File: config.mk
export PLATFORM = sky130hd
export DESIGN_NAME = sd_fifo_packer
export DESIGN_NICKNAME = d
export VERILOG_FILES = /design/src/rtl/sdfp_pkg.sv /design/src/rtl/sdfp_fifo.sv /design/src/rtl/sdfp_rx_pack.sv /design/src/rtl/sdfp_tx_unpack.sv /design/src/rtl/sd_fifo_packer.sv
export SDC_FILE = /design/constraint.sdc
export NUM_CORES = 1
export LEC_CHECK = 0
export BUFFER_PORTS_ARGS = -buffer_cell sky130_fd_sc_hd__buf_4
export CORE_MARGIN = 3
export CORE_UTILIZATION = 33
export DETAILED_ROUTE_END_ITERATION = 10
export GPL_TIMING_DRIVEN = 1
export HOLD_SLACK_MARGIN = 0.12
export PLACE_DENSITY = 0.55
export SKIP_CTS_REPAIR_TIMING = 1
export SYNTH_ARGS = -nofsm -noshare
export SYNTH_HDL_FRONTEND = slang
export SYNTH_SLANG_ARGS = --single-unit
File: constraint.sdc
create_clock -name clk -period 5.4 [get_ports clk]
set_input_delay 0 -clock clk [delete_from_list [all_inputs] [get_ports clk]]
set_output_delay 0 -clock clk [all_outputs]
set_load 0.005 [all_outputs]
File: src/rtl/sdfp_pkg.sv
`timescale 1ns/1ps
package sdfp_pkg;
   typedef enum logic [2:0] {
      SEL_DATA  = 3'd0,
      SEL_CFG   = 3'd1,
      SEL_STAT  = 3'd2,
      SEL_DBG   = 3'd3,
      SEL_BSIZE = 3'd4,
      SEL_BCNT  = 3'd5,
      SEL_DIR   = 3'd6
   } reg_sel_e;

   localparam int STB_MOVED   = 0;
   localparam int STB_DATA_IRQ = 8;
   localparam int STB_BLK_IRQ  = 9;
   localparam int CFB_DATA_IE  = 4;
   localparam int CFB_BLK_IE   = 8;

   localparam int          FILL_W          = 5;
   localparam logic [31:0] DBG_RESET_VAL   = 32'h0000_C60F;
   localparam logic [3:0]  DBG_STATE_DATA  = 4'h1;
endpackage

File: src/rtl/sdfp_fifo.sv
`timescale 1ns/1ps
module sdfp_fifo #(
   parameter int DEPTH = 16,
   parameter int WIDTH = 32,
   localparam int PTR_W = $clog2(DEPTH),
   localparam int CNT_W = PTR_W + 1
) (
   input  logic             clk,
   input  logic             rst_n,
   input  logic             push,
   input  logic [WIDTH-1:0] push_data,
   input  logic             pop,
   output logic [WIDTH-1:0] head,
   output logic [CNT_W-1:0] count,
   output logic             full,
   output logic             empty
);
   logic [WIDTH-1:0] mem [DEPTH];
   logic [PTR_W-1:0] rd_ptr_q;
   logic [PTR_W-1:0] wr_ptr;
   logic             push_ok, pop_ok;

   initial begin : p_param_chk
      assert (DEPTH >= 2 && (DEPTH & (DEPTH - 1)) == 0)
         else $error("sdfp_fifo: DEPTH must be a power of two");
   end

   assign full    = (count == CNT_W'(DEPTH));
   assign empty   = (count == '0);
   assign push_ok = push && !full;
   assign pop_ok  = pop && !empty;
   assign wr_ptr  = rd_ptr_q + count[PTR_W-1:0];
   assign head    = empty ? '0 : mem[rd_ptr_q];

   always_ff @(posedge clk) begin
      if (push_ok) mem[wr_ptr] <= push_data;
   end

   always_ff @(posedge clk or negedge rst_n) begin
      if (!rst_n) begin
         rd_ptr_q <= '0;
         count    <= '0;
      end else begin
         if (pop_ok) rd_ptr_q <= rd_ptr_q + 1'b1;
         count <= count + CNT_W'(push_ok) - CNT_W'(pop_ok);
      end
   end

   a_r1_count_bound: assert property (@(posedge clk) disable iff (!rst_n)
      count <= CNT_W'(DEPTH));
   a_r1_full_push_ignored: assert property (@(posedge clk) disable iff (!rst_n)
      (full && push && !pop) |=> $stable(count));
   a_r1_empty_pop_zero: assert property (@(posedge clk) disable iff (!rst_n)
      (empty && pop) |-> (head == '0));
endmodule

File: src/rtl/sdfp_rx_pack.sv
`timescale 1ns/1ps
module sdfp_rx_pack #(
   parameter int BYTES = 4,
   localparam int IDX_W = $clog2(BYTES)
) (
   input  logic               clk,
   input  logic               rst_n,
   input  logic               restart,
   input  logic               take,
   input  logic [7:0]         byte_in,
   input  logic               last,
   output logic               word_push,
   output logic [8*BYTES-1:0] word_out
);
   logic [IDX_W-1:0] idx_q;

   initial begin : p_param_chk
      assert (BYTES >= 2 && (BYTES & (BYTES - 1)) == 0)
         else $error("sdfp_rx_pack: BYTES must be a power of two");
   end

   assign word_push = take && (idx_q == IDX_W'(BYTES - 1) || last);

   for (genvar k = 0; k < BYTES; k++) begin : g_lane
      logic [7:0] lane_val;
      if (k < BYTES - 1) begin : g_store
         logic [7:0] acc_q;
         always_ff @(posedge clk or negedge rst_n) begin
            if (!rst_n) acc_q <= '0;
            else if (take && idx_q == IDX_W'(k)) acc_q <= byte_in;
         end
         assign lane_val = (idx_q == IDX_W'(k)) ? byte_in :
                           (idx_q >  IDX_W'(k)) ? acc_q : 8'h00;
      end else begin : g_top
         assign lane_val = (idx_q == IDX_W'(k)) ? byte_in : 8'h00;
      end
      assign word_out[8*k +: 8] = lane_val;
   end

   always_ff @(posedge clk or negedge rst_n) begin
      if (!rst_n)         idx_q <= '0;
      else if (restart)   idx_q <= '0;
      else if (word_push) idx_q <= '0;
      else if (take)      idx_q <= idx_q + 1'b1;
   end

   a_r4_restart_lane0: assert property (@(posedge clk) disable iff (!rst_n)
      word_push |=> (idx_q == '0));
endmodule

File: src/rtl/sdfp_tx_unpack.sv
`timescale 1ns/1ps
module sdfp_tx_unpack #(
   parameter int BYTES = 4,
   localparam int LEFT_W = $clog2(BYTES + 1)
) (
   input  logic               clk,
   input  logic               rst_n,
   input  logic               load,
   input  logic [8*BYTES-1:0] load_word,
   input  logic               send,
   input  logic               abort,
   output logic               have,
   output logic [7:0]         byte_out
);
   logic [8*BYTES-1:0] shift_q;
   logic [LEFT_W-1:0]  left_q;

   assign have     = (left_q != '0);
   assign byte_out = shift_q[7:0];

   always_ff @(posedge clk or negedge rst_n) begin
      if (!rst_n) begin
         shift_q <= '0;
         left_q  <= '0;
      end else if (abort) begin
         left_q  <= '0;
      end else if (load) begin
         shift_q <= load_word;
         left_q  <= LEFT_W'(BYTES);
      end else if (send && have) begin
         shift_q <= shift_q >> 8;
         left_q  <= left_q - 1'b1;
      end
   end

   a_r5_left_bound: assert property (@(posedge clk) disable iff (!rst_n)
      left_q <= LEFT_W'(BYTES));
endmodule

File: src/rtl/sd_fifo_packer.sv
`timescale 1ns/1ps
module sd_fifo_packer
   import sdfp_pkg::*;
#(
   parameter int FIFO_DEPTH = 16,
   parameter int BSIZE_W    = 12,
   parameter int BCNT_W     = 9
) (
   input  logic        clk,
   input  logic        rst_n,
   input  logic        reg_wr,
   input  logic        reg_rd,
   input  logic [2:0]  reg_addr,
   input  logic [31:0] reg_wdata,
   output logic [31:0] reg_rdata,
   input  logic        card_rx_valid,
   input  logic [7:0]  card_rx_byte,
   output logic        card_rx_ready,
   output logic        card_tx_valid,
   output logic [7:0]  card_tx_byte,
   input  logic        card_tx_ready,
   output logic        irq
);
   localparam int BYTES = 4;
   localparam int REM_W = BSIZE_W + BCNT_W;
   localparam int CNT_W = $clog2(FIFO_DEPTH) + 1;

   initial begin : p_param_chk
      assert (CNT_W <= FILL_W) else $error("sd_fifo_packer: fill level wider than debug field");
      assert (BSIZE_W <= 32 && BCNT_W <= 32) else $error("sd_fifo_packer: size fields exceed 32 bits");
   end

   reg_sel_e sel;
   assign sel = reg_sel_e'(reg_addr);

   logic               cfg_data_ie_q, cfg_blk_ie_q;
   logic [1:0]         dir_q;
   logic [BSIZE_W-1:0] bsize_q, blk_left_q;
   logic [BCNT_W-1:0]  bcnt_q;
   logic [REM_W-1:0]   rem_q;
   logic               st_moved_q, st_dirq_q, st_blk_q;
   logic [31:9]        dbg_hi_q;
   logic [3:0]         dbg_state_q;

   logic        wr_data, rd_data, load_cnt, wr_stat, wr_dbg;
   logic        rx_mode, tx_mode, rem_nz, rem_last;
   logic        rx_take, tx_send, tx_load, tx_have, tx_abort, byte_move;
   logic        pk_push, blk_edge, word_moved;
   logic [31:0] pk_word, fifo_head;
   logic [CNT_W-1:0] fifo_count;
   logic        fifo_full, fifo_empty, fifo_push, fifo_pop;
   logic [31:0] fifo_wdata;

   assign wr_data  = reg_wr && sel == SEL_DATA;
   assign rd_data  = reg_rd && sel == SEL_DATA;
   assign load_cnt = reg_wr && sel == SEL_BCNT;
   assign wr_stat  = reg_wr && sel == SEL_STAT;
   assign wr_dbg   = reg_wr && sel == SEL_DBG;

   assign rx_mode  = dir_q[0];
   assign tx_mode  = dir_q[1] && !dir_q[0];
   assign rem_nz   = (rem_q != '0);
   assign rem_last = (rem_q == REM_W'(1));

   // receive side: card bytes into packer, words into FIFO
   assign card_rx_ready = rx_mode && rem_nz && !fifo_full && !wr_data && !load_cnt;
   assign rx_take       = card_rx_ready && card_rx_valid;

   sdfp_rx_pack #(.BYTES(BYTES)) u_pack (
      .clk       (clk),
      .rst_n     (rst_n),
      .restart   (load_cnt),
      .take      (rx_take),
      .byte_in   (card_rx_byte),
      .last      (rem_last),
      .word_push (pk_push),
      .word_out  (pk_word)
   );

   // send side: FIFO words into unpacker, bytes to card
   assign tx_load   = tx_mode && rem_nz && !tx_have && !fifo_empty && !rd_data && !load_cnt;
   assign tx_send   = card_tx_valid && card_tx_ready;
   assign byte_move = rx_take || tx_send;
   assign tx_abort  = load_cnt || (byte_move && rem_last);

   sdfp_tx_unpack #(.BYTES(BYTES)) u_unpack (
      .clk       (clk),
      .rst_n     (rst_n),
      .load      (tx_load),
      .load_word (fifo_head),
      .send      (tx_send),
      .abort     (tx_abort),
      .have      (tx_have),
      .byte_out  (card_tx_byte)
   );
   assign card_tx_valid = tx_have;

   assign fifo_push  = wr_data || pk_push;
   assign fifo_wdata = wr_data ? reg_wdata : pk_word;
   assign fifo_pop   = rd_data || tx_load;

   sdfp_fifo #(.DEPTH(FIFO_DEPTH), .WIDTH(32)) u_fifo (
      .clk       (clk),
      .rst_n     (rst_n),
      .push      (fifo_push),
      .push_data (fifo_wdata),
      .pop       (fifo_pop),
      .head      (fifo_head),
      .count     (fifo_count),
      .full      (fifo_full),
      .empty     (fifo_empty)
   );

   assign word_moved = pk_push || tx_load;
   assign blk_edge   = tx_send && (blk_left_q == BSIZE_W'(1)) && (bsize_q != '0);

   always_ff @(posedge clk or negedge rst_n) begin
      if (!rst_n) begin
         cfg_data_ie_q <= 1'b0;
         cfg_blk_ie_q  <= 1'b0;
         dir_q         <= '0;
         bsize_q       <= '0;
         bcnt_q        <= '0;
      end else if (reg_wr) begin
         case (sel)
            SEL_CFG: begin
               cfg_data_ie_q <= reg_wdata[CFB_DATA_IE];
               cfg_blk_ie_q  <= reg_wdata[CFB_BLK_IE];
            end
            SEL_DIR:   dir_q   <= reg_wdata[1:0];
            SEL_BSIZE: bsize_q <= reg_wdata[BSIZE_W-1:0];
            SEL_BCNT:  bcnt_q  <= reg_wdata[BCNT_W-1:0];
            default: ;
         endcase
      end
   end

   always_ff @(posedge clk or negedge rst_n) begin
      if (!rst_n) begin
         rem_q      <= '0;
         blk_left_q <= '0;
      end else if (load_cnt) begin
         rem_q      <= REM_W'(reg_wdata[BCNT_W-1:0]) * REM_W'(bsize_q);
         blk_left_q <= bsize_q;
      end else begin
         if (byte_move) rem_q <= rem_q - 1'b1;
         if (tx_send)   blk_left_q <= (blk_left_q == BSIZE_W'(1)) ? bsize_q : blk_left_q - 1'b1;
      end
   end

   always_ff @(posedge clk or negedge rst_n) begin
      if (!rst_n) begin
         st_moved_q <= 1'b0;
         st_dirq_q  <= 1'b0;
         st_blk_q   <= 1'b0;
      end else begin
         st_moved_q <= (st_moved_q && !(wr_stat && reg_wdata[STB_MOVED]))    || word_moved;
         st_dirq_q  <= (st_dirq_q  && !(wr_stat && reg_wdata[STB_DATA_IRQ])) || (word_moved && cfg_data_ie_q);
         st_blk_q   <= (st_blk_q   && !(wr_stat && reg_wdata[STB_BLK_IRQ]))  || (blk_edge && cfg_blk_ie_q);
      end
   end

   always_ff @(posedge clk or negedge rst_n) begin
      if (!rst_n) begin
         dbg_hi_q    <= DBG_RESET_VAL[31:9];
         dbg_state_q <= DBG_RESET_VAL[3:0];
      end else if (wr_dbg) begin
         dbg_hi_q    <= reg_wdata[31:9];
         dbg_state_q <= (reg_wdata[3:0] == 4'hF) ? 4'h0 : reg_wdata[3:0];
      end else if (byte_move && rem_last) begin
         dbg_state_q <= DBG_STATE_DATA;
      end
   end

   assign irq = st_dirq_q || st_blk_q;

   logic [31:0] rd_mux;
   always_comb begin
      rd_mux = '0;
      case (sel)
         SEL_DATA: rd_mux = fifo_head;
         SEL_CFG: begin
            rd_mux[CFB_DATA_IE] = cfg_data_ie_q;
            rd_mux[CFB_BLK_IE]  = cfg_blk_ie_q;
         end
         SEL_STAT: begin
            rd_mux[STB_MOVED]    = st_moved_q;
            rd_mux[STB_DATA_IRQ] = st_dirq_q;
            rd_mux[STB_BLK_IRQ]  = st_blk_q;
         end
         SEL_DBG:   rd_mux = {dbg_hi_q, FILL_W'(fifo_count), dbg_state_q};
         SEL_BSIZE: rd_mux = 32'(bsize_q);
         SEL_BCNT:  rd_mux = 32'(bcnt_q);
         SEL_DIR:   rd_mux = 32'(dir_q);
         default:   rd_mux = '0;
      endcase
   end

   always_ff @(posedge clk or negedge rst_n) begin
      if (!rst_n)      reg_rdata <= '0;
      else if (reg_rd) reg_rdata <= rd_mux;
   end

   a_r2_rem_step: assert property (@(posedge clk) disable iff (!rst_n)
      !load_cnt |=> (rem_q == $past(rem_q) || rem_q == $past(rem_q) - REM_W'(1)));
   a_r5_tx_needs_count: assert property (@(posedge clk) disable iff (!rst_n)
      card_tx_valid |-> rem_nz);
   a_r8_blk_needs_enable: assert property (@(posedge clk) disable iff (!rst_n)
      $rose(st_blk_q) |-> ($past(cfg_blk_ie_q) && $past(bsize_q) != '0));
   a_r3_no_rx_when_full: assert property (@(posedge clk) disable iff (!rst_n)
      (fifo_count == CNT_W'(FIFO_DEPTH)) |-> !(card_rx_valid && card_rx_ready));
endmodule

==> results of run 1 <==
## layout make-up
class                           count  share of cell area [%]
Multi-Input combinational cell   1298                    30.8
Timing Repair Buffer              198                    4.52
Sequential cell                   702                    52.5
Inverter                          135                    1.32
Tap cell                         1287                    4.20
Clock inverter                     30                   0.903
Antenna cell                        1                 0.00652
Clock buffer                      114                    5.73
## state kept, by name (all words and copies together), names as in the netlist, 3 cells and up
register	count
u_fifo.mem	512
u_fifo.count	5
u_pack.g_lane.g_store.acc_q	24
rem_q	21
u_unpack.left_q	3
dbg_state_q	4
reg_rdata	32
bsize_q	12
u_fifo.rd_ptr_q	4
bcnt_q	9
blk_left_q	12
u_unpack.shift_q	32
dbg_hi_q	23
## through the flow
step	hold WS, ps	setup TNS, ps	worst slack, ps	util [%]	total power, uW
after global placement	-107	0	706	35.8	16200
after global routing	121	0	237	38.9	22800
after detailed placement	-104	0	587	35.8	16400
after CTS	-767	0	553	38.3	21700
after floorplan	-296	-50980	-199	-	13600
final	100	0	507	38.9	21500
## power by group through the flow
| stage | Clock (uW) | Sequential (uW) | Combinational (uW) |
|---|---|---|---|
| floorplan | 0 | 7350 | 6230 |
| detailed placement | 0 | 7740 | 8670 |
| global route | 5580 | 7740 | 9520 |
| global placement | 0 | 7700 | 8500 |
| CTS | 5370 | 7640 | 8700 |
| finish | 5240 | 7640 | 8660 |
## layout by cell type (no fill, tap or decap), types with 13 or more instances in the layout
cell type      synthesis  layout
edfxtp_1             512     512
dfrtp_1              182     178
nor2_1               166     157
nand2_1              155     155
buf_4                 17     137
mux4_2               136     136
inv_1                135     135
a21oi_1               81      81
clkbuf_16              0      80
fa_1                  73      73
and2_1                64      64
mux2_2                63      63
ha_1                  61      61
a211oi_1              58      58
dlygate4sd3_1          0      51
o21ai_0               43      42
mux2i_1               41      41
o22ai_1               41      41
clkbuf_1              77      27
nand3_1               26      26
nor2b_1               26      26
xnor2_1               23      23
a22oi_1               22      22
nand2b_1              17      17
a221oi_1              17      17
nor3_1                19      17
o21ai_1               12      13
nor4_1                21      13
## kinds of logic (layout without fill, tap and decap cells)
kind of cell,after synthesis,count (layout)
AOI/OAI and AO/OA,349,349
xor gates and xnor gates,33,33
adders and majority gates,134,134
buffers and inverters,277,477
DFF,702,702
muxes,241,241
other,0,1
and+or+nand+nor,541,541
## layer usage
layer	vias up	global-route usage, %	wire length [microns]
met3	133	3.02	5420
met2	664	29.3	44900
met1	10602	24.6	40400
met5	-	0	0
met4	0	4.67	2220
li1	8793	-	-
## worst paths after layout
kind	end	cells past startpoint
setup / recovery	rem_q[20]	15
hold / removal	rem_q[0]	4
setup reg to reg	rem_q[20]	15
hold reg to reg	bcnt_q[7]	2
max in group asynchronous	reg_rdata[19]	4
min in group asynchronous	reg_rdata[27]	4
## worst max-delay path, cell delays in order (launching register included)
cell,delay (ps)
dfrtp_1,700
nand2_1,170
fa_1,570
inv_1,50
fa_1,490
inv_1,50
fa_1,490
fa_1,490
inv_1,40
ha_1,340
o21ai_0,160
o211ai_1,240
nand2_1,130
nor4_1,340
mux2i_1,150
a2111oi_2,360
==> impl_results.html, run 1 <==
<table>
<tr><th>Metric</th><th>Value</th></tr>
<tr><th colspan="2">Clock tree</th></tr>
<tr><td>Clock Tree Root</td><td>clkbuf_16</td></tr>
<tr><td>Count of H-tree levels built during CTS</td><td>3</td></tr>
<tr><td>Number of buffers created by CTS</td><td>78</td></tr>
<tr><td>Clock latency at the later pin of the worst-skew pair</td><td>640 ps</td></tr>
<tr><td>Clock tree from TritonCTS</td><td>yes</td></tr>
<tr><td>Register clock-pin slew on the reported worst setup and hold paths</td><td>60 ps</td></tr>
<tr><td>Number of clock sinks</td><td>between 700 and 800</td></tr>
<tr><td>Max clock buf depth</td><td>3</td></tr>
<tr><th colspan="2">Run status</th></tr>
<tr><td>Outcome</td><td>completed</td></tr>
<tr><th colspan="2">Worst hold path</th></tr>
<tr><td>Launch instance of the worst min-delay path</td><td>card_tx_ready</td></tr>
<tr><td>Type of the most critical hold path</td><td>input port to register</td></tr>
<tr><th colspan="2">Yosys</th></tr>
<tr><td>Adder and majority cell fraction of the synthesized area</td><td>6.74%</td></tr>
<tr><td>Count of cell types in the netlist</td><td>81</td></tr>
<tr><td>Compound-gate portion of the synthesized area</td><td>about 7.1%</td></tr>
<tr><td>YS warnings</td><td>0</td></tr>
<tr><td>Most numerous cell types in the synthesized netlist</td><td>edfxtp_1, dfrtp_1, nor2_1</td></tr>
<tr><td>Sequential share of the synthesized area</td><td>61.1%</td></tr>
<tr><td>Most numerous cell in the Yosys netlist</td><td>edfxtp_1</td></tr>
<tr><td>Top FF cell, synth</td><td>edfxtp_1</td></tr>
<tr><td>Area share of the leading cell type in the synthesized netlist</td><td>46.6%</td></tr>
<tr><td>Number of cells produced by synthesis</td><td>2277</td></tr>
<tr><td>Netlist area before placement</td><td>0.0330 sq mm</td></tr>
<tr><td>Simple-gate area share of the yosys netlist</td><td>7.97%</td></tr>
<tr><td>Register bit total from synthesis</td><td>between 700 and 800</td></tr>
<tr><td>Dominant combinational cell family by area after synthesis</td><td>multiplexers</td></tr>
<tr><td>Post-synth EDFFs</td><td>512</td></tr>
<tr><td>Most area-consuming cells after synthesis</td><td>edfxtp_1, dfrtp_1, mux4_2</td></tr>
<tr><td>Leading area contributor after synthesis</td><td>edfxtp_1</td></tr>
<tr><td>Share of the synthesized netlist area taken by xor and xnor gates</td><td>0.876%</td></tr>
<tr><td>Synthesized Nets</td><td>2460</td></tr>
<tr><td>Syn Area/Cell</td><td>14.5 sq um</td></tr>
<tr><td>Portion of netlist area occupied by mux cells</td><td>approximately an eighth</td></tr>
<tr><td>Async set-reset flop share out of synthesis</td><td>a little over a quarter</td></tr>
<tr><th colspan="2">Setup path</th></tr>
<tr><td>Crit end category</td><td>register</td></tr>
<tr><td>Setup slack, reg-to-reg</td><td>between 500 and 600 ps</td></tr>
<tr><td>Maximum fanout along the worst path</td><td>13</td></tr>
<tr><td>Origin of the critical flop-to-flop path</td><td>bsize_q[7]</td></tr>
<tr><td>Critical path origin</td><td>bsize_q[7]</td></tr>
<tr><td>Arrival time reported for the critical path endpoint</td><td>5400 ps</td></tr>
<tr><td>Type of the worst setup path</td><td>register to register</td></tr>
<tr><td>Worst endpoint required time</td><td>5900 ps</td></tr>
<tr><td>Launching element type of the critical path</td><td>register</td></tr>
<tr><th colspan="2">Timing</th></tr>
<tr><td>Achievable Freq</td><td>0.204 GHz</td></tr>
<tr><td>Minimum clock period</td><td>~5000 ps</td></tr>
<tr><td>Worst Clk Skew</td><td>about 36 ps</td></tr>
<tr><td>RSZ-0062 raised after global routing</td><td>no</td></tr>
<tr><td>Worst relative slew slack</td><td>18.2%</td></tr>
<tr><td>Final number of setup-violating endpoints</td><td>0</td></tr>
<tr><td>Endpoints failing hold</td><td>0</td></tr>
<tr><td>Transition at the pin with the smallest max-transition slack</td><td>approximately 1200 ps</td></tr>
<tr><td>Total count of max-transition violations in the final report</td><td>0</td></tr>
<tr><td>Final cycle utilization of the critical path</td><td>90.6%</td></tr>
<tr><th colspan="2">Placement</th></tr>
<tr><td>Placed standard-cell area</td><td>0.0353 sq mm</td></tr>
<tr><td>Quantity of I/O buffers inserted on ports</td><td>91</td></tr>
<tr><td>Post-detail-place hpwl</td><td>between 50000 and 60000 microns</td></tr>
<tr><td>Number of placed instances, taps included</td><td>3568</td></tr>
<tr><td>Placer Congestion</td><td>0.838</td></tr>
<tr><th colspan="2">Pwr</th></tr>
<tr><td>Share of power burned in combinational logic</td><td>40.2%</td></tr>
<tr><td>Share of power burned in the clock network</td><td>between 20% and 30%</td></tr>
<tr><td>Internal power component</td><td>13500 uW</td></tr>
<tr><td>Flop pwr share</td><td>35.5%</td></tr>
<tr><td>Static leakage</td><td>0.0139 uW</td></tr>
<tr><td>Areal power density over the cells</td><td>between 500 and 600 mW/mm^2</td></tr>
<tr><td>Switching component of the power</td><td>8030 uW</td></tr>
<tr><td>Switching Share</td><td>37.3%</td></tr>
<tr><td>Peak ir drop on the vdd network</td><td>between 0.3 and 0.4 mV</td></tr>
<tr><th colspan="2">Global routing</th></tr>
<tr><td>Global-route usage over all layers</td><td>17.8%</td></tr>
<tr><td>Maximum number of pins on one net before global-route repair</td><td>159</td></tr>
<tr><td>Antenna violations before repair</td><td>2</td></tr>
<tr><td>Via count of the first global-routing pass</td><td>just over 20000</td></tr>
<tr><td>Final global-route overflow total</td><td>0</td></tr>
<tr><td>Global-route wire length before repair</td><td>roughly 140000 microns</td></tr>
<tr><th colspan="2">Final layout</th></tr>
<tr><td>Layout cell share with drive strength beyond 1</td><td>between 20% and 30%</td></tr>
<tr><td>Cell Count, Final, Fillers Out</td><td>3765</td></tr>
<tr><td>Number of filler instances in the final layout</td><td>9168</td></tr>
<tr><td>Area of all sequential standard cells</td><td>0.0202 sq mm</td></tr>
<tr><td>Final Cell Area</td><td>0.0384 sq mm</td></tr>
<tr><td>Area Overhead vs Synth</td><td>16.3%</td></tr>
<tr><td>Area of the multi-input gates</td><td>0.0118 sq mm</td></tr>
<tr><td>Net count, final</td><td>2596</td></tr>
<tr><th colspan="2">Floorplanning</th></tr>
<tr><td>Initial core utilization</td><td>33.4%</td></tr>
<tr><td>Core area</td><td>0.0987 sq mm</td></tr>
<tr><td>IO Count</td><td>92</td></tr>
<tr><td>DIE WIDTH</td><td>322 microns</td></tr>
<tr><td>Die Ht</td><td>322 microns</td></tr>
<tr><td>Row count</td><td>115</td></tr>
<tr><td>Die Area</td><td>0.104 sq mm</td></tr>
<tr><th colspan="2">Route</th></tr>
<tr><td>Detail Route Antenna Nets</td><td>0</td></tr>
<tr><td>DRT Wirelength</td><td>93000 microns</td></tr>
<tr><td>Average wire per standard cell</td><td>between 20 and 25 microns</td></tr>
<tr><td>Count of unresolved DRC violations after routing</td><td>0</td></tr>
<tr><td>Post-detailed-route via-to-cell ratio</td><td>5.36</td></tr>
<tr><td>Via count</td><td>20192</td></tr>
<tr><td>Number of detailed-routing iterations run before antenna repair</td><td>6</td></tr>
<tr><td>Detailed Route Iter0 Violations</td><td>2027</td></tr>
<tr><th colspan="2">Run</th></tr>
<tr><td>Number of maximum-capacitance violations</td><td>0</td></tr>
</table>
(Power assumes the default switching activity.)
==> run 2, diff against run 1 <==
--- a/config.mk
+++ b/config.mk
@@ -5,13 +5,13 @@
 export SDC_FILE = /design/constraint.sdc
 export NUM_CORES = 1
 export LEC_CHECK = 0
-export BUFFER_PORTS_ARGS = -buffer_cell sky130_fd_sc_hd__buf_4
 export CORE_MARGIN = 3
 export CORE_UTILIZATION = 33
 export DETAILED_ROUTE_END_ITERATION = 10
+export DONT_BUFFER_PORTS = 1
 export GPL_TIMING_DRIVEN = 1
 export HOLD_SLACK_MARGIN = 0.12
-export PLACE_DENSITY = 0.55
+export PLACE_DENSITY = 0.54
 export SKIP_CTS_REPAIR_TIMING = 1
 export SYNTH_ARGS = -nofsm -noshare
 export SYNTH_HDL_FRONTEND = slang
==> run 2 against run 1 <==
Count of clock-buffer cells in the layout shrank 15; core utilization shrank 0.53 points; critical path depth unchanged; total power is 0.58% higher; sequential cell count unchanged; final area decreased by 1.4%; register-to-register slack better by 100 ps; sequential share of layout area grew 0.73 points; largest power group unchanged; clock power up 5.7%.
==> impl_results.html, run 2 (synthesis gave the netlist of run 1 again) <==
<table>
<tr><th>Metric</th><th>Value</th></tr>
<tr><th colspan="2">Run status</th></tr>
<tr><td>Outcome</td><td>completed</td></tr>
<tr><th colspan="2">Setup path</th></tr>
<tr><td>Cell Chain, Critical Path</td><td>nand2_1, fa_1, fa_1, inv_1, fa_1, inv_1, fa_1, inv_1, ha_1, o21ai_0, o211ai_1, nand2_1, nor4_1, mux2i_1, a2111oi_2</td></tr>
<tr><td>Arrival time reported for the critical path endpoint</td><td>about 5300 ps</td></tr>
<tr><td>Launching element type of the critical path</td><td>register</td></tr>
<tr><td>Maximum fanout along the worst path</td><td>13</td></tr>
<tr><td>Buffer and inverter count on the worst path</td><td>3</td></tr>
<tr><td>Crit end category</td><td>register</td></tr>
<tr><td>Type of the worst setup path</td><td>register to register</td></tr>
<tr><td>Worst endpoint required time</td><td>5890 ps</td></tr>
<tr><td>Critical path's most frequent cell</td><td>fa_1</td></tr>
<tr><td>Longest individual stage delay on the worst path</td><td>590 ps</td></tr>
<tr><td>Cell class contributing the biggest share of worst-path delay</td><td>adder cells</td></tr>
<tr><td>Setup slack, reg-to-reg</td><td>610 ps</td></tr>
<tr><td>Cell with the largest stage delay on the worst path</td><td>dfrtp_1</td></tr>
<tr><th colspan="2">Pwr</th></tr>
<tr><td>Peak ir drop on the vdd network</td><td>0.473 mV</td></tr>
<tr><td>Areal power density over the cells</td><td>between 500 and 600 mW/mm^2</td></tr>
<tr><td>Total power</td><td>between 20000 and 25000 uW</td></tr>
<tr><td>Static leakage</td><td>0.0136 uW</td></tr>
<tr><th colspan="2">Route</th></tr>
<tr><td>DRT Wirelength</td><td>95800 microns</td></tr>
<tr><td>Post-detailed-route via-to-cell ratio</td><td>between 5 and 6</td></tr>
<tr><td>Number of detailed-routing iterations run before antenna repair</td><td>6</td></tr>
<tr><td>Average wire per standard cell</td><td>26.1 microns</td></tr>
<tr><td>Via count</td><td>19940</td></tr>
<tr><td>Detailed Route Iter0 Violations</td><td>slightly above 2000</td></tr>
<tr><td>Detail Route Antenna Nets</td><td>0</td></tr>
<tr><td>Count of unresolved DRC violations after routing</td><td>0</td></tr>
<tr><th colspan="2">Placement</th></tr>
<tr><td>Quantity of I/O buffers inserted on ports</td><td>0</td></tr>
<tr><td>Number of placed instances, taps included</td><td>approximately 3500</td></tr>
<tr><td>Post-detail-place hpwl</td><td>57500 microns</td></tr>
<tr><td>Placer Congestion</td><td>0.809</td></tr>
<tr><th colspan="2">Global routing</th></tr>
<tr><td>GRT met3 Usage</td><td>4.54%</td></tr>
<tr><td>Via count of the first global-routing pass</td><td>20167</td></tr>
<tr><td>Global-route wire length before repair</td><td>138000 microns</td></tr>
<tr><td>Met1 usage</td><td>23.8%</td></tr>
<tr><td>Top Usage Layer GRT</td><td>met2</td></tr>
<tr><td>Antenna violations before repair</td><td>10</td></tr>
<tr><td>Final global-route overflow total</td><td>0</td></tr>
<tr><td>Maximum number of pins on one net before global-route repair</td><td>191</td></tr>
<tr><td>Global-route usage over all layers</td><td>18.0%</td></tr>
<tr><td>Met2 Use GR</td><td>around 30%</td></tr>
<tr><th colspan="2">Timing</th></tr>
<tr><td>Total count of max-transition violations in the final report</td><td>0</td></tr>
<tr><td>Minimum clock period</td><td>4790 ps</td></tr>
<tr><td>Endpoints failing hold</td><td>0</td></tr>
<tr><td>RSZ-0062 raised after global routing</td><td>no</td></tr>
<tr><td>Sum Neg Setup Slack</td><td>0 ps</td></tr>
<tr><td>Worst relative slew slack</td><td>21.9%</td></tr>
<tr><td>Worst Clk Skew</td><td>about 24 ps</td></tr>
<tr><td>Achievable Freq</td><td>roughly 0.21 GHz</td></tr>
<tr><td>Transition at the pin with the smallest max-transition slack</td><td>1170 ps</td></tr>
<tr><td>Hold Worst Slack</td><td>a little under 30 ps</td></tr>
<tr><td>Final number of setup-violating endpoints</td><td>0</td></tr>
<tr><td>Final cycle utilization of the critical path</td><td>88.8%</td></tr>
<tr><th colspan="2">Final layout</th></tr>
<tr><td>Area of the multi-input gates</td><td>around 0.012 sq mm</td></tr>
<tr><td>Core occupancy in the finished layout</td><td>38.3%</td></tr>
<tr><td>Register with the most flip-flops</td><td>u_fifo.mem</td></tr>
<tr><td>Net count, final</td><td>2502</td></tr>
<tr><td>Number of filler instances in the final layout</td><td>9145</td></tr>
<tr><td>Commonest cells after routing, fill and taps aside</td><td>edfxtp_1, dfrtp_1, nor2_1, nand2_1, mux4_2</td></tr>
<tr><td>Largest registers ranked by flip-flop count</td><td>u_fifo.mem: 512 flops, reg_rdata: 32 flops, u_unpack.shift_q: 32 flops</td></tr>
<tr><td>Area Overhead vs Synth</td><td>14.7%</td></tr>
<tr><td>Most common cell after layout, fill and taps aside</td><td>edfxtp_1</td></tr>
<tr><td>Layout cell share with drive strength beyond 1</td><td>a little under a fifth</td></tr>
<tr><td>Cell Count, Final, Fillers Out</td><td>3676</td></tr>
<tr><td>Max FFs per register</td><td>512</td></tr>
<tr><td>Area of all sequential standard cells</td><td>around 0.020 sq mm</td></tr>
<tr><th colspan="2">Clock tree</th></tr>
<tr><td>Number of clock sinks</td><td>~700</td></tr>
<tr><td>Clock latency at the later pin of the worst-skew pair</td><td>630 ps</td></tr>
<tr><td>Number of buffers created by CTS</td><td>78</td></tr>
<tr><td>Clock tree from TritonCTS</td><td>yes</td></tr>
<tr><td>Count of H-tree levels built during CTS</td><td>3</td></tr>
<tr><td>Register clock-pin slew on the reported worst setup and hold paths</td><td>60 ps</td></tr>
<tr><td>Clock Tree Root</td><td>clkbuf_16</td></tr>
<tr><td>Max clock buf depth</td><td>3</td></tr>
<tr><th colspan="2">Run</th></tr>
<tr><td>Number of maximum-capacitance violations</td><td>0</td></tr>
<tr><th colspan="2">Floorplanning</th></tr>
<tr><td>Initial core utilization</td><td>33.4%</td></tr>
<tr><td>Core area</td><td>0.0987 sq mm</td></tr>
<tr><td>IO Count</td><td>between 90 and 100</td></tr>
<tr><td>Die Ht</td><td>322 microns</td></tr>
<tr><td>Die Area</td><td>a little over 0.1 sq mm</td></tr>
<tr><td>DIE WIDTH</td><td>322 microns</td></tr>
<tr><td>Row count</td><td>115</td></tr>
<tr><th colspan="2">Worst hold path</th></tr>
<tr><td>Type of the most critical hold path</td><td>input port to asynchronous set/reset pin</td></tr>
</table>
## run 2: routing by layer
metal,routed length (microns),share of wire [%]
met2,45600,48
met5,13,0.014
met4,2400,2.5
met1,40000,42
met3,7780,8.1
## run 2: metrics by stage
stage	instance area (sq um)	worst slack (ps)
global route	37800	178
floorplan	33000	-199
CTS	37300	569
detailed placement	34600	638
global placement	34600	712
finish	37800	607
## run 2: layout make-up
type                            instances  share of cell area [%]
Antenna cell                            6                  0.0397
Clock buffer                           99                    5.66
Clock inverter                         45                    1.47
Inverter                              135                    1.34
Multi-Input combinational cell       1298                    31.2
Sequential cell                       702                    53.2
Tap cell                             1287                    4.26
Timing Repair Buffer                  104                    2.74
## run 2: report_power, final
part	total (uW)	switching, uW	internal [uW]
clock	5540	2220	3310
combinational	8470	5080	3390
sequential	7660	722	6940
total	21700	8030	13600
## run 2: worst register-to-register path, delay by kind of cell (launching register included)
| kind | cells | cell delay (ps) |
|---|---|---|
| and+or+nand+nor | 3 | 610 |
| adders and majority gates | 5 | 2380 |
| muxes | 1 | 150 |
| buffers and inverters | 3 | 160 |
| DFF | 1 | 590 |
| AOI/OAI and AO/OA | 3 | 800 |
## run 2: worst paths after layout
check / startpoint / to / cells past startpoint
setup / recovery: bsize_q[5] / rem_q[20] / 15
setup reg to reg: bsize_q[5] / rem_q[20] / 15
hold reg to reg: st_moved_q / st_moved_q / 1
hold / removal: rst_n / reg_rdata[28] / 2
max in group asynchronous: rst_n / reg_rdata[19] / 2
min in group clk: card_rx_byte[3] / u_fifo.mem[15][27] / 2
==> run 3, diff against run 2 <==
--- a/config.mk
+++ b/config.mk
@@ -7,10 +7,12 @@
 export LEC_CHECK = 0
 export CORE_MARGIN = 3
 export CORE_UTILIZATION = 33
+export CTS_CLUSTER_SIZE = 20
 export DETAILED_ROUTE_END_ITERATION = 10
 export DONT_BUFFER_PORTS = 1
 export GPL_TIMING_DRIVEN = 1
 export HOLD_SLACK_MARGIN = 0.12
+export MAX_ROUTING_LAYER = met4
 export PLACE_DENSITY = 0.54
 export SKIP_CTS_REPAIR_TIMING = 1
 export SYNTH_ARGS = -nofsm -noshare
==> run 3 against run 2 <==
The flow now finishes with violations (negative hold slack); routed wire length rose by 0.55%; final area about the same; sequential power rose by 0.7%; total power about the same; critical path type unchanged; largest power group unchanged.
==> impl_results.html, run 3 (synthesis gave the netlist of run 1 again) <==
<table>
<tr><th>Metric</th><th>Value</th></tr>
<tr><th colspan="2">Run status</th></tr>
<tr><td>Outcome</td><td>complete, but fails checks</td></tr>
<tr><td>Violated checks</td><td>negative hold slack</td></tr>
<tr><th colspan="2">Clock tree</th></tr>
<tr><td>Count of H-tree levels built during CTS</td><td>3</td></tr>
<tr><td>Number of clock sinks</td><td>702</td></tr>
<tr><td>Clock tree from TritonCTS</td><td>yes</td></tr>
<tr><td>Register clock-pin slew on the reported worst setup and hold paths</td><td>roughly 60 ps</td></tr>
<tr><td>Clock latency at the later pin of the worst-skew pair</td><td>650 ps</td></tr>
<tr><td>Clock Tree Root</td><td>clkbuf_16</td></tr>
<tr><td>Number of buffers created by CTS</td><td>slightly below 80</td></tr>
<tr><td>Max clock buf depth</td><td>3</td></tr>
<tr><th colspan="2">Setup path</th></tr>
<tr><td>Maximum fanout along the worst path</td><td>13</td></tr>
<tr><td>Type of the worst setup path</td><td>register to register</td></tr>
<tr><td>Worst endpoint required time</td><td>5910 ps</td></tr>
<tr><td>Arrival time reported for the critical path endpoint</td><td>about 5400 ps</td></tr>
<tr><td>Crit end category</td><td>register</td></tr>
<tr><td>Launching element type of the critical path</td><td>register</td></tr>
<tr><th colspan="2">Timing</th></tr>
<tr><td>Minimum clock period</td><td>4840 ps</td></tr>
<tr><td>Transition at the pin with the smallest max-transition slack</td><td>1260 ps</td></tr>
<tr><td>Endpoints failing hold</td><td>4</td></tr>
<tr><td>Achievable Freq</td><td>0.207 GHz</td></tr>
<tr><td>Final number of setup-violating endpoints</td><td>0</td></tr>
<tr><td>RSZ-0062 raised after global routing</td><td>no</td></tr>
<tr><td>Sum Neg Setup Slack</td><td>0 ps</td></tr>
<tr><td>Final cycle utilization of the critical path</td><td>89.6%</td></tr>
<tr><td>Hold Worst Slack</td><td>-24.8 ps</td></tr>
<tr><td>Worst relative slew slack</td><td>roughly 16%</td></tr>
<tr><td>Total count of max-transition violations in the final report</td><td>0</td></tr>
<tr><td>Worst Clk Skew</td><td>~35 ps</td></tr>
<tr><th colspan="2">Route</th></tr>
<tr><td>Average wire per standard cell</td><td>approximately 26 microns</td></tr>
<tr><td>Post-detailed-route via-to-cell ratio</td><td>5.42</td></tr>
<tr><td>DRT Wirelength</td><td>96300 microns</td></tr>
<tr><td>Number of detailed-routing iterations run before antenna repair</td><td>5</td></tr>
<tr><td>Via count</td><td>about 20000</td></tr>
<tr><td>Detailed Route Iter0 Violations</td><td>1920</td></tr>
<tr><td>Detail Route Antenna Nets</td><td>0</td></tr>
<tr><td>Count of unresolved DRC violations after routing</td><td>0</td></tr>
<tr><th colspan="2">Worst hold path</th></tr>
<tr><td>Type of the most critical hold path</td><td>input port to asynchronous set/reset pin</td></tr>
<tr><th colspan="2">Final layout</th></tr>
<tr><td>Layout cell share with drive strength beyond 1</td><td>18.1%</td></tr>
<tr><td>Net count, final</td><td>2508</td></tr>
<tr><td>Max FFs per register</td><td>slightly above 500</td></tr>
<tr><td>Most common cell after layout, fill and taps aside</td><td>edfxtp_1</td></tr>
<tr><td>Number of filler instances in the final layout</td><td>just over 9000</td></tr>
<tr><td>Largest registers ranked by flip-flop count</td><td>u_fifo.mem: 512 flops, reg_rdata: 32 flops, u_unpack.shift_q: 32 flops</td></tr>
<tr><td>Commonest cells after routing, fill and taps aside</td><td>edfxtp_1, dfrtp_1, nor2_1, nand2_1, mux4_2</td></tr>
<tr><td>Register with the most flip-flops</td><td>u_fifo.mem</td></tr>
<tr><td>Core occupancy in the finished layout</td><td>38.3%</td></tr>
<tr><td>Area Overhead vs Synth</td><td>14.7%</td></tr>
<tr><th colspan="2">Pwr</th></tr>
<tr><td>Switching Share</td><td>37.3%</td></tr>
<tr><td>Peak ir drop on the vdd network</td><td>0.470 mV</td></tr>
<tr><td>Switching component of the power</td><td>8080 uW</td></tr>
<tr><td>Internal power component</td><td>13600 uW</td></tr>
<tr><td>Share of power burned in the clock network</td><td>25.3%</td></tr>
<tr><td>Flop pwr share</td><td>between 30% and 40%</td></tr>
<tr><td>Static leakage</td><td>around 0.014 uW</td></tr>
<tr><td>Share of power burned in combinational logic</td><td>39.1%</td></tr>
<tr><td>Areal power density over the cells</td><td>573 mW/mm^2</td></tr>
<tr><th colspan="2">Global routing</th></tr>
<tr><td>Antenna violations before repair</td><td>8</td></tr>
<tr><td>Global-route usage over all layers</td><td>about a fifth</td></tr>
<tr><td>Global-route wire length before repair</td><td>139000 microns</td></tr>
<tr><td>Maximum number of pins on one net before global-route repair</td><td>191</td></tr>
<tr><td>Final global-route overflow total</td><td>0</td></tr>
<tr><td>Via count of the first global-routing pass</td><td>about 20000</td></tr>
<tr><th colspan="2">Floorplanning</th></tr>
<tr><td>DIE WIDTH</td><td>322 microns</td></tr>
<tr><td>Die Area</td><td>0.104 sq mm</td></tr>
<tr><td>Die Ht</td><td>322 microns</td></tr>
<tr><td>Initial core utilization</td><td>33.4%</td></tr>
<tr><td>IO Count</td><td>92</td></tr>
<tr><td>Core area</td><td>0.0987 sq mm</td></tr>
<tr><td>Row count</td><td>115</td></tr>
<tr><th colspan="2">Placement</th></tr>
<tr><td>Quantity of I/O buffers inserted on ports</td><td>0</td></tr>
<tr><td>Placer Congestion</td><td>around 0.8</td></tr>
<tr><td>Post-detail-place hpwl</td><td>58000 microns</td></tr>
<tr><th colspan="2">Run</th></tr>
<tr><td>Number of maximum-capacitance violations</td><td>0</td></tr>
</table>
[run 3: cell type report]
| type | instances | area [sq um] | area share (%) |
|---|---|---|---|
| inverter | 135 | 507 | 1.34 |
| clock buffer | 108 | 2170 | 5.73 |
| clock inverter | 36 | 482 | 1.27 |
| tap | 1287 | 1610 | 4.25 |
| multi-input combinational | 1298 | 11800 | 31.2 |
| sequential | 702 | 20200 | 53.2 |
| timing repair buffer | 111 | 1080 | 2.84 |
| antenna | 12 | 30.0 | 0.0793 |
[run 3: critical path, cell delays in order (launching register included)]
cell,delay [ps]
dfrtp_1,620
nand2_1,150
fa_1,550
inv_1,50
fa_1,490
fa_1,540
inv_1,50
fa_1,490
inv_1,40
ha_1,340
o21ai_0,170
o211ai_1,250
nand2_1,140
nor4_1,320
mux2i_1,150
a2111oi_2,360
[run 3: path summary, 6_finish.rpt]
kind / start / endpoint / slack [ps] / cells after the start
worst min-delay path: rst_n / reg_rdata[27] / -20 / 2
worst max-delay path: bsize_q[8] / rem_q[20] / 560 / 15
max in group asynchronous: rst_n / blk_left_q[9] / 4380 / 2
min in group clk: card_rx_byte[1] / u_fifo.mem[7][25] / 70 / 2
worst min register to register: bcnt_q[5] / bcnt_q[5] / 480 / 2
worst max register to register: bsize_q[8] / rem_q[20] / 560 / 15
[run 3: per-stage QoR]
stage,worst slack (ps),power (uW),area [sq um],cells
2_1_floorplan,-199,13600,33000,2277
3_3_place_gp,661,16000,34600,3475
3_5_place_dp,559,16200,34600,3475
4_1_cts,538,21800,37200,3619
5_1_grt,267,23000,37800,3685
6_report,561,21700,37800,3689
[run 3: power by group through the flow]
stage | clock network, uW | registers, uW | logic [uW]
floorplan | 0 | 7350 | 6230
global route | 5810 | 7810 | 9340
finish | 5480 | 7710 | 8480
global placement | 0 | 7770 | 8270
CTS | 5600 | 7710 | 8460
detailed placement | 0 | 7820 | 8420
[run 3: per-layer routing]
layer	part of all wire [%]	global-route usage, %	vias up
li1	-	-	8643
met1	42	24.5	10549
met2	47	29.9	664
met3	7.6	3.90	152
met4	2.6	4.88	0
met5	0	-	-
